<file path="config.mk">
export PLATFORM = sky130hd
export DESIGN_NAME = dual_dac_serial_rx
export DESIGN_NICKNAME = d
export VERILOG_FILES = /design/src/rtl/dac_rx_pkg.sv /design/src/rtl/dac_in_sync.sv /design/src/rtl/dac_frame_rx.sv /design/src/rtl/dac_latch_bank.sv /design/src/rtl/dual_dac_serial_rx.sv
export SDC_FILE = /design/constraint.sdc
export NUM_CORES = 1
export LEC_CHECK = 0
export BUFFER_PORTS_ARGS = -buffer_cell sky130_fd_sc_hd__clkbuf_2
export CORE_UTILIZATION = 50
export CTS_CLUSTER_DIAMETER = 100
export DETAILED_ROUTE_END_ITERATION = 8
export HOLD_SLACK_MARGIN = 0.12
export PLACE_DENSITY = 0.7
export SLEW_MARGIN = 40
export SYNTH_ARGS = -nofsm -noshare
export SYNTH_HDL_FRONTEND = slang
export SYNTH_SLANG_ARGS = --single-unit
</file>
<file path="constraint.sdc">
create_clock -name clk -period 2.45 [get_ports clk]
set_clock_uncertainty 0.05 [all_clocks]
set_input_delay 0.3675 -clock clk [delete_from_list [all_inputs] [get_ports clk]]
set_output_delay 0.3675 -clock clk [all_outputs]
set_load 0.05 [all_outputs]
</file>
<file path="src/rtl/dac_rx_pkg.sv">
package dac_rx_pkg;

    localparam int DAC_W   = 12;
    localparam int PROG_W  = 4;
    localparam int WORD_W  = DAC_W + PROG_W;
    localparam int CNT_W   = $clog2(WORD_W + 1);

    // Program-bit positions; the latch bank decodes these
    localparam int POS_SEL_A = WORD_W - 1;
    localparam int POS_FAST  = WORD_W - 2;
    localparam int POS_PDN   = WORD_W - 3;
    localparam int POS_STAGE = WORD_W - 4;

    typedef enum logic [1:0] {
        ROUTE_NONE,
        ROUTE_A_SWAP,
        ROUTE_B_STAGE,
        ROUTE_STAGE
    } route_t;

    typedef struct packed {
        logic [DAC_W-1:0] a;
        logic [DAC_W-1:0] b;
        logic [DAC_W-1:0] stage;
        logic             fast;
        logic             pdn;
    } latch_state_t;

    typedef struct packed {
        logic              act;
        logic [CNT_W-1:0]  cnt;
        logic [WORD_W-1:0] sr;
        logic              commit;
    } rx_state_t;

endpackage

</file>
<file path="src/rtl/dac_in_sync.sv">
module dac_in_sync #(
    parameter int               WIDTH   = 3,
    parameter int               STAGES  = 2,
    parameter logic [WIDTH-1:0] RST_VAL = '0
) (
    input  logic             clk,
    input  logic             rst_n,
    input  logic [WIDTH-1:0] raw_i,
    output logic [WIDTH-1:0] level_o,
    output logic [WIDTH-1:0] prev_o
);

    logic [STAGES:0][WIDTH-1:0] pipe_d, pipe_q;

    always_comb begin
        pipe_d[0] = raw_i;
        for (int i = 1; i <= STAGES; i++) begin
            pipe_d[i] = pipe_q[i-1];
        end
    end

    always_ff @(posedge clk or negedge rst_n) begin
        if (!rst_n) begin
            for (int i = 0; i <= STAGES; i++) begin
                pipe_q[i] <= RST_VAL;
            end
        end else begin
            pipe_q <= pipe_d;
        end
    end

    assign level_o = pipe_q[STAGES-1];
    assign prev_o  = pipe_q[STAGES];

endmodule

</file>
<file path="src/rtl/dac_frame_rx.sv">
module dac_frame_rx
    import dac_rx_pkg::*;
#(
    parameter bit FRAME_COUNT    = 1'b0,
    parameter bit COMMIT_PARTIAL = 1'b0
) (
    input  logic              clk,
    input  logic              rst_n,
    input  logic              cs_n_s,
    input  logic              cs_n_prev,
    input  logic              sclk_s,
    input  logic              sclk_prev,
    input  logic              din_s,
    output logic              commit_o,
    output logic [WORD_W-1:0] word_o
);

    localparam bit               PARTIAL_OK = COMMIT_PARTIAL && !FRAME_COUNT;
    localparam logic [CNT_W-1:0] FULL_CNT   = CNT_W'(WORD_W);
    localparam logic [CNT_W-1:0] LAST_CNT   = CNT_W'(WORD_W - 1);

    rx_state_t rx_d, rx_q;
    logic      cs_fall, cs_rise, sclk_fall;

    assign cs_fall   = cs_n_prev & ~cs_n_s;
    assign cs_rise   = ~cs_n_prev & cs_n_s;
    assign sclk_fall = sclk_prev & ~sclk_s;

    always_comb begin
        rx_d        = rx_q;
        rx_d.commit = 1'b0;
        if (cs_fall) begin
            rx_d.act = 1'b1;
            rx_d.cnt = '0;
            rx_d.sr  = '0;
        end else if (rx_q.act) begin
            if (cs_rise) begin
                rx_d.act    = 1'b0;
                rx_d.commit = (rx_q.cnt == FULL_CNT) ||
                              (PARTIAL_OK && (rx_q.cnt != '0));
            end else if (sclk_fall) begin
                rx_d.sr = {rx_q.sr[WORD_W-2:0], din_s};
                if (rx_q.cnt != FULL_CNT) begin
                    rx_d.cnt = rx_q.cnt + 1'b1;
                end
                if (FRAME_COUNT && (rx_q.cnt == LAST_CNT)) begin
                    rx_d.act    = 1'b0;
                    rx_d.commit = 1'b1;
                end
            end
        end
    end

    always_ff @(posedge clk or negedge rst_n) begin
        if (!rst_n) begin
            rx_q <= '0;
        end else begin
            rx_q <= rx_d;
        end
    end

    assign commit_o = rx_q.commit;
    assign word_o   = rx_q.sr;

    AST_IDLE_HOLDS_WORD: assert property (@(posedge clk) disable iff (!rst_n)
        (!rx_q.act && !cs_fall) |=> $stable(rx_q.sr));

    AST_COMMIT_SINGLE: assert property (@(posedge clk) disable iff (!rst_n)
        rx_q.commit |=> !rx_q.commit);

    generate
        if (!PARTIAL_OK) begin : g_full_only
            AST_FULL_WORD_ONLY: assert property (@(posedge clk) disable iff (!rst_n)
                rx_q.commit |-> (rx_q.cnt == FULL_CNT));
        end
        if (FRAME_COUNT) begin : g_count
            AST_FRAME_CLOSED: assert property (@(posedge clk) disable iff (!rst_n)
                rx_q.commit |-> !rx_q.act);
        end
    endgenerate

endmodule

</file>
<file path="src/rtl/dac_latch_bank.sv">
module dac_latch_bank
    import dac_rx_pkg::*;
(
    input  logic              clk,
    input  logic              rst_n,
    input  logic              commit_i,
    input  logic [WORD_W-1:0] word_i,
    output logic [DAC_W-1:0]  code_a_o,
    output logic [DAC_W-1:0]  code_b_o,
    output logic              fast_o,
    output logic              pdn_o
);

    latch_state_t     st_d, st_q;
    route_t           route;
    logic [DAC_W-1:0] data;

    assign data = word_i[DAC_W-1:0];

    always_comb begin
        if (!commit_i) begin
            route = ROUTE_NONE;
        end else if (word_i[POS_SEL_A]) begin
            route = ROUTE_A_SWAP;
        end else if (word_i[POS_STAGE]) begin
            route = ROUTE_STAGE;
        end else begin
            route = ROUTE_B_STAGE;
        end
    end

    always_comb begin
        st_d = st_q;
        if (commit_i) begin
            st_d.fast = word_i[POS_FAST];
            st_d.pdn  = word_i[POS_PDN];
        end
        unique case (route)
            ROUTE_A_SWAP: begin
                st_d.a = data;
                st_d.b = st_q.stage;
            end
            ROUTE_B_STAGE: begin
                st_d.b     = data;
                st_d.stage = data;
            end
            ROUTE_STAGE: st_d.stage = data;
            default: ;
        endcase
    end

    always_ff @(posedge clk or negedge rst_n) begin
        if (!rst_n) begin
            st_q <= '0;
        end else begin
            st_q <= st_d;
        end
    end

    assign code_a_o = st_q.a;
    assign code_b_o = st_q.b;
    assign fast_o   = st_q.fast;
    assign pdn_o    = st_q.pdn;

    AST_A_WRITE_COPIES_STAGE: assert property (@(posedge clk) disable iff (!rst_n)
        (commit_i && word_i[POS_SEL_A]) |=> (code_b_o == $past(st_q.stage)));

    AST_A_WRITE_KEEPS_STAGE: assert property (@(posedge clk) disable iff (!rst_n)
        (commit_i && word_i[POS_SEL_A]) |=> $stable(st_q.stage));

    AST_B_SIDE_KEEPS_A: assert property (@(posedge clk) disable iff (!rst_n)
        (commit_i && !word_i[POS_SEL_A]) |=> $stable(code_a_o));

    AST_STAGE_ONLY_KEEPS_B: assert property (@(posedge clk) disable iff (!rst_n)
        (commit_i && !word_i[POS_SEL_A] && word_i[POS_STAGE]) |=> $stable(code_b_o));

    AST_HOLD_WITHOUT_COMMIT: assert property (@(posedge clk) disable iff (!rst_n)
        !commit_i |=> ($stable(st_q.a) && $stable(st_q.b) && $stable(st_q.stage)
                       && $stable(fast_o) && $stable(pdn_o)));

    AST_FLAGS_FOLLOW_WORD: assert property (@(posedge clk) disable iff (!rst_n)
        commit_i |=> (fast_o == $past(word_i[POS_FAST]) && pdn_o == $past(word_i[POS_PDN])));

endmodule

</file>
<file path="src/rtl/dual_dac_serial_rx.sv">
module dual_dac_serial_rx
    import dac_rx_pkg::*;
#(
    parameter bit FRAME_COUNT    = 1'b0,
    parameter bit COMMIT_PARTIAL = 1'b0,
    parameter int SYNC_STAGES    = 2
) (
    input  logic             clk,
    input  logic             rst_n,
    input  logic             cs_n,
    input  logic             sclk,
    input  logic             sdin,
    output logic [DAC_W-1:0] code_a,
    output logic [DAC_W-1:0] code_b,
    output logic             fast_mode,
    output logic             power_down
);

    // Bit order of the synchronized bundle: {select, serial clock, data}
    localparam int IN_W = 3;

    logic [IN_W-1:0]   pin_lvl, pin_prev;
    logic              commit;
    logic [WORD_W-1:0] word;

    dac_in_sync #(
        .WIDTH   (IN_W),
        .STAGES  (SYNC_STAGES),
        .RST_VAL (3'b110)
    ) u_sync (
        .clk     (clk),
        .rst_n   (rst_n),
        .raw_i   ({cs_n, sclk, sdin}),
        .level_o (pin_lvl),
        .prev_o  (pin_prev)
    );

    dac_frame_rx #(
        .FRAME_COUNT    (FRAME_COUNT),
        .COMMIT_PARTIAL (COMMIT_PARTIAL)
    ) u_rx (
        .clk       (clk),
        .rst_n     (rst_n),
        .cs_n_s    (pin_lvl[2]),
        .cs_n_prev (pin_prev[2]),
        .sclk_s    (pin_lvl[1]),
        .sclk_prev (pin_prev[1]),
        .din_s     (pin_lvl[0]),
        .commit_o  (commit),
        .word_o    (word)
    );

    dac_latch_bank u_bank (
        .clk      (clk),
        .rst_n    (rst_n),
        .commit_i (commit),
        .word_i   (word),
        .code_a_o (code_a),
        .code_b_o (code_b),
        .fast_o   (fast_mode),
        .pdn_o    (power_down)
    );

endmodule

</file>
* Word-level counts from Yosys, hierarchy flattened
Cells that the tools add are included.
** Cells by class
- Add/subtract/negate cells :: 1
- Equality and inequality tests :: 6
- Multiplexer cells :: 12
- Bitwise logic cells :: 6
- Reductions and logical operators :: 7
** Operators with widths (count)
- $mux W21 :: 2
- $pmux W12 S2 :: 1
- $mux W23 :: 1
- $mux W22 :: 1
- $reduce_bool A2 Y1 :: 4
- $add A5 B1 Y5 const B :: 1
- $eq A5 B5 Y1 const B :: 1
- $mux W5 :: 1
- $ne A5 B5 Y1 const B :: 1
- $eq A2 B2 Y1 const B :: 2
- $mux W1 :: 4
- $mux W2 :: 2
- $reduce_and A4 Y1 :: 1
- $and A1 B1 Y1 :: 3
- $not A1 Y1 :: 3
- $reduce_and A3 Y1 :: 1
- $eq A2 B1 Y1 const B :: 1
- $ne A2 B1 Y1 const B :: 1
- $reduce_or A2 Y1 :: 1
** Word-level totals
- Register bits :: 70
- Output and inout port bits :: 26

* Longest topological paths before layout
- Word-level depth :: 6
- Depth in mapped cells :: 7
- Mapped depth without buffers :: 5

* By module
A second synthesis with hierarchy kept.
** Unflattened totals
- Cell total of the unflattened synthesis :: 282
- Area, all modules :: 3280.6 um^2
** Modules (own cells, without submodules)
- dac_latch_bank :: times used 1, cells each 136, area an instance 1781.7 um^2, sequential area each 950.9 um^2
- dac_frame_rx :: times used 1, cells each 134, area an instance 1243.7 um^2, sequential area each 575.6 um^2
- dac_in_sync :: times used 1, cells each 12, area an instance 255.2 um^2, sequential area each 232.7 um^2

* Worst setup path after synthesis
No wires, ideal clock.
- Kind :: register to register
- Start point :: register u_rx.rx_q, in the netlist u_rx.word_o[15]
- End point :: register u_bank.st_q, in the netlist u_bank.code_b_o[10]
- Data arrival time :: 1.557 ns
- Setup slack :: 0.709 ns
- Cell stages (with the launch flop) :: 8
- Cell sequence :: dfrtp_1 -> nand2b_1 -> buf_2 -> inv_1 -> ha_1 -> buf_2 -> mux2i_1 -> o21ai_0
** On the way
- Word-level cells in the longest chain between the ends :: 4
- Elaborated cells between the ends (all ways) :: 6
** Ends and longest elaborated chain
- start: declaration :: RTL line dac_frame_rx.sv:22 : rx_state_t rx_d, rx_q;
- start signal: assignment :: RTL line dac_frame_rx.sv:58 : rx_q <= rx_d;
- $mux W2 * :: RTL line dac_latch_bank.sv:23 : end else if (word_i[POS_SEL_A]) begin
- $mux W2 * :: RTL line dac_latch_bank.sv:21 : if (!commit_i) begin
- $eq A2 B2 Y1 or $eq A2 B1 Y1 (tied branches) :: RTL line dac_latch_bank.sv:38 : unique case (route)
- $pmux W12 S2 or $reduce_bool A2 Y1 (tied branches)
- end signal: assignment :: RTL line dac_latch_bank.sv:56 : st_q <= st_d;
- end: declaration :: RTL line dac_latch_bank.sv:14 : latch_state_t st_d, st_q;
Mark *: on every way between the ends. The rest lies on a longest branch, timed or not.
A chain may end at the register's enable or synchronous reset.

* Worst setup path after layout
- Start point :: register u_rx.rx_q, in the netlist u_rx.word_o[12]
- End point :: register u_bank.st_q, in the netlist u_bank.code_b_o[5]
** On the way
- Word-level cells in the longest chain between the ends :: 5
- Elaborated cells between the ends (all ways) :: 7
** Ends and longest elaborated chain
- $mux W1 * :: RTL line dac_latch_bank.sv:25 : end else if (word_i[POS_STAGE]) begin
- $mux W2 * :: RTL line dac_latch_bank.sv:23
- $mux W2 * :: RTL line dac_latch_bank.sv:21
- $eq A2 B2 Y1 or $eq A2 B1 Y1 (tied branches) :: RTL line dac_latch_bank.sv:38
- $pmux W12 S2 or $reduce_bool A2 Y1 (tied branches)
Marks and branches as above.

==> results.md <==
* Status: complete, no violations
* Pin slew with the least headroom to its limit at 0.619 ns
* Net count after synthesis at 227
* HPWL after DPL at 3.00 mm
* Via count at 1623
* Setup TNS at 0 ns
* Post-synthesis sequential area ratio at 0.590
* Final setup vio count at 0
* Worst-path clk slew at 0.07 ns
* First-pass detailed-route iteration total at 4
* Fin worst setup slack at 0.686 ns
* Reg2reg path depth at 4
* CTS resizes at 0
* Warnings, synthesis at 0
* Hold Path Class: reg2reg
* Pwr Total at 2.13 mW
* Syn Area/Cell at 13.5 um2
* CTS Buffer Depth at 2
* DRC viols at 0
* First-pass GRT wire length at 8.01 mm
* Seq cells post-synth at 69
* Diodes inserted at 0
* Nets at 243
* Max frequency at 567 MHz
* CP Launch Type: flip-flop
* Critical path cell sequence: o21ai_0 -> inv_1 -> ha_1 -> o21ai_0
* Min-Delay Path Depth at 0
* Root Buffer: clkbuf_8
* RSZ-0062 raised after global routing: no
* Crit path kind: reg2reg
* Cell area power density at 664 nW/um2
* Largest net degree at the start of global routing at 45
* Post-route ant nets at 0
* CTS buffer count at 9
* Crit share post-route at 0.720
* CP most frequent cell: o21ai_0
* All-layer global routing usage at 0.177
* Max cap viols at 0
* Crit Reg-Reg Endpoint: u_bank.code_b_o[5]$_DFFE_PN0P_
* CP top delay family: adder cells
* Post-Syn Area at 2940 um2
* R2R Setup Slk at 0.69 ns
* CTS tree: done
* Post-synth EDFFs at 0
* Vias in the first global route at 1617
* R2R Path Start: u_rx.word_o[12]$_DFFE_PN0P_
* Largest stage delay, worst path at 0.68 ns
* Util after Layout at 0.576
* H-tree depth at 3
* Final GP Congestion at 0.752
* Pre-CTS setup slack at 0.692 ns
* Distinct cells, synth at 32
* Peak VDD IR at 0.000465 V
* Layout cells sized above 1 at 0.356
* P&R area growth vs syn at 9.20%
* Clock latency at the later pin of the worst-skew pair at 0.33 ns
* Max-slew headroom at 0.587
* Cell Rows at 27
* Core area at 5570 um2
* Iteration-0 DRC Markers at 68
* Die W at 78.7 um
* Worst-path fanout max at 24
* Final hold vios at 0
* Port Buffers at 30
* Crit end category: flip-flop
* Clock sink count at 69
* Die ar. at 6190 um2
* Top_reg_cell synth: dfrtp_1
* IO Pins at 31
* Data arrival, critical path at 1.91 ns
* Routed WL at 4.60 mm
* Final min period at 1.76 ns
* Chip height at 78.7 um
* Initial antenna violation count at 0
* Via/cell ratio at 5.22
* Post-Synthesis Cells at 218
* CP required at 2.59 ns
* Leakage at 1.56 nW
* Fraction of registers with async set/reset at 1.00
* Worst Hold Endpoint: u_sync.level_o[0]$_DFF_PN0_
* Initial Utilization at 0.527
* WL per Instance at 14.8 um
* WP buf/inv at 1
* Total gr overflow at 0
* Slew Viols, Final at 0
* Slowest cell on the critical path: ha_1
* Min-delay src: u_sync.pipe_d[3]$_DFF_PN0_
* Worst hold slack at 0.302 ns
[synth_stat cells (2+ instances only)]
library cell	instances	area share
mux2_2	26	0.10
inv_1	4	0.0051
o31ai_1	3	0.0077
a22o_1	16	0.048
nand3_1	2	0.0034
dfrtp_1	63	0.54
nor2_1	2	0.0026
a21oi_1	3	0.0051
o21ai_0	13	0.022
dfstp_2	6	0.054
nand2_1	14	0.018
buf_4	24	0.061
buf_6	3	0.011
buf_2	3	0.0051
ha_1	4	0.017
clkbuf_1	2	0.0026
mux2i_1	13	0.044
or4_1	3	0.0077
[kinds of logic after synthesis]
kind of cell | count (synthesis) | share of synthesized area
AOI/OAI and AO/OA | 38 | 0.0911
adders and majority gates | 4 | 0.0170
buffers and inverters | 36 | 0.0856
DFF | 69 | 0.590
muxes | 39 | 0.144
and+or+nand+nor | 32 | 0.0724
[cell usage in the layout, fill, tap and decap left out, drive strengths merged, types with 2 or more instances in the layout]
cell         count
clkbuf          40
mux2i           13
or4              3
a21oi            3
inv              4
ha               4
dfstp            6
nand3            2
o31ai            3
a22o            16
dlygate4sd3      4
o21ai           13
nor2b            2
dfrtp           63
buf              4
nand2           14
clkinv           4
mux2            26
nor2             2
[where the power goes]
part	internal, mW	switching, mW
Clock	0.491	0.400
Combinational	0.0229	0.0453
Sequential	1.16	0.0142
Total	1.67	0.460
[worst max path at each step]
stage,from,endpoint,slack (ns),depth (start not counted)
after floorplan,u_rx.word_o[15]$_DFFE_PN0P_,u_bank.code_b_o[10]$_DFFE_PN0P_,0.71,7
after global placement,u_rx.word_o[12]$_DFFE_PN0P_,u_bank.code_b_o[7]$_DFFE_PN0P_,0.71,4
after detailed placement,u_rx.word_o[12]$_DFFE_PN0P_,u_bank.code_b_o[5]$_DFFE_PN0P_,0.69,4
after CTS,u_rx.word_o[12]$_DFFE_PN0P_,u_bank.code_b_o[5]$_DFFE_PN0P_,0.68,4
after global routing,u_rx.word_o[12]$_DFFE_PN0P_,u_bank.code_b_o[9]$_DFFE_PN0P_,0.47,4
final,u_rx.word_o[12]$_DFFE_PN0P_,u_bank.code_b_o[5]$_DFFE_PN0P_,0.69,4
[worst register-to-register path: stages (launching register included)]
cell     delay (ns)
dfrtp_1        0.40
o21ai_0        0.23
inv_1          0.07
ha_1           0.68
o21ai_0        0.19
[routing by layer]
layer  wire length, um  vias to the layer above  global-route usage
met5                 0                        -                   0
met4                80                        0              0.0889
met3               173                        7              0.0570
met2              1970                       33               0.246
met1              2370                      792               0.246
li1                  -                      791                   -
[area by class of cell]
class / count / area [um2]
Timing Repair Buffer: 37 / 225
Clock inverter: 5 / 50.0
Inverter: 4 / 15.0
Fill cell: 461 / 2360
Clock buffer: 11 / 141
Multi-Input combinational cell: 113 / 953
Tap cell: 72 / 90.1
Sequential cell: 69 / 1730
[registers in the layout, indices dropped and copies added, names as in the netlist]
signal           cells
u_rx.word_o         16
u_bank.code_a_o     12
u_bank.code_b_o     12
u_bank.st_q         12
u_rx.rx_q            6
u_sync.level_o       3
u_sync.pipe_d        3
u_sync.prev_o        2
u_bank.fast_o        1
u_bank.pdn_o         1
u_rx.commit_o        1
[per-stage QoR]
step / area, um2 / cells
floorplan: 2940 / 218
global placement: 2980 / 291
detailed placement: 2980 / 291
CTS: 3210 / 311
global route: 3210 / 311
finish: 3210 / 311
[repair_timing]
action / CTS / global route
buffers inserted: 0 / 0
hold endpoints to repair: 22 / 0
hold buffers: 4 / 0
No activity file was read; power rests on OpenSTA's default activity.
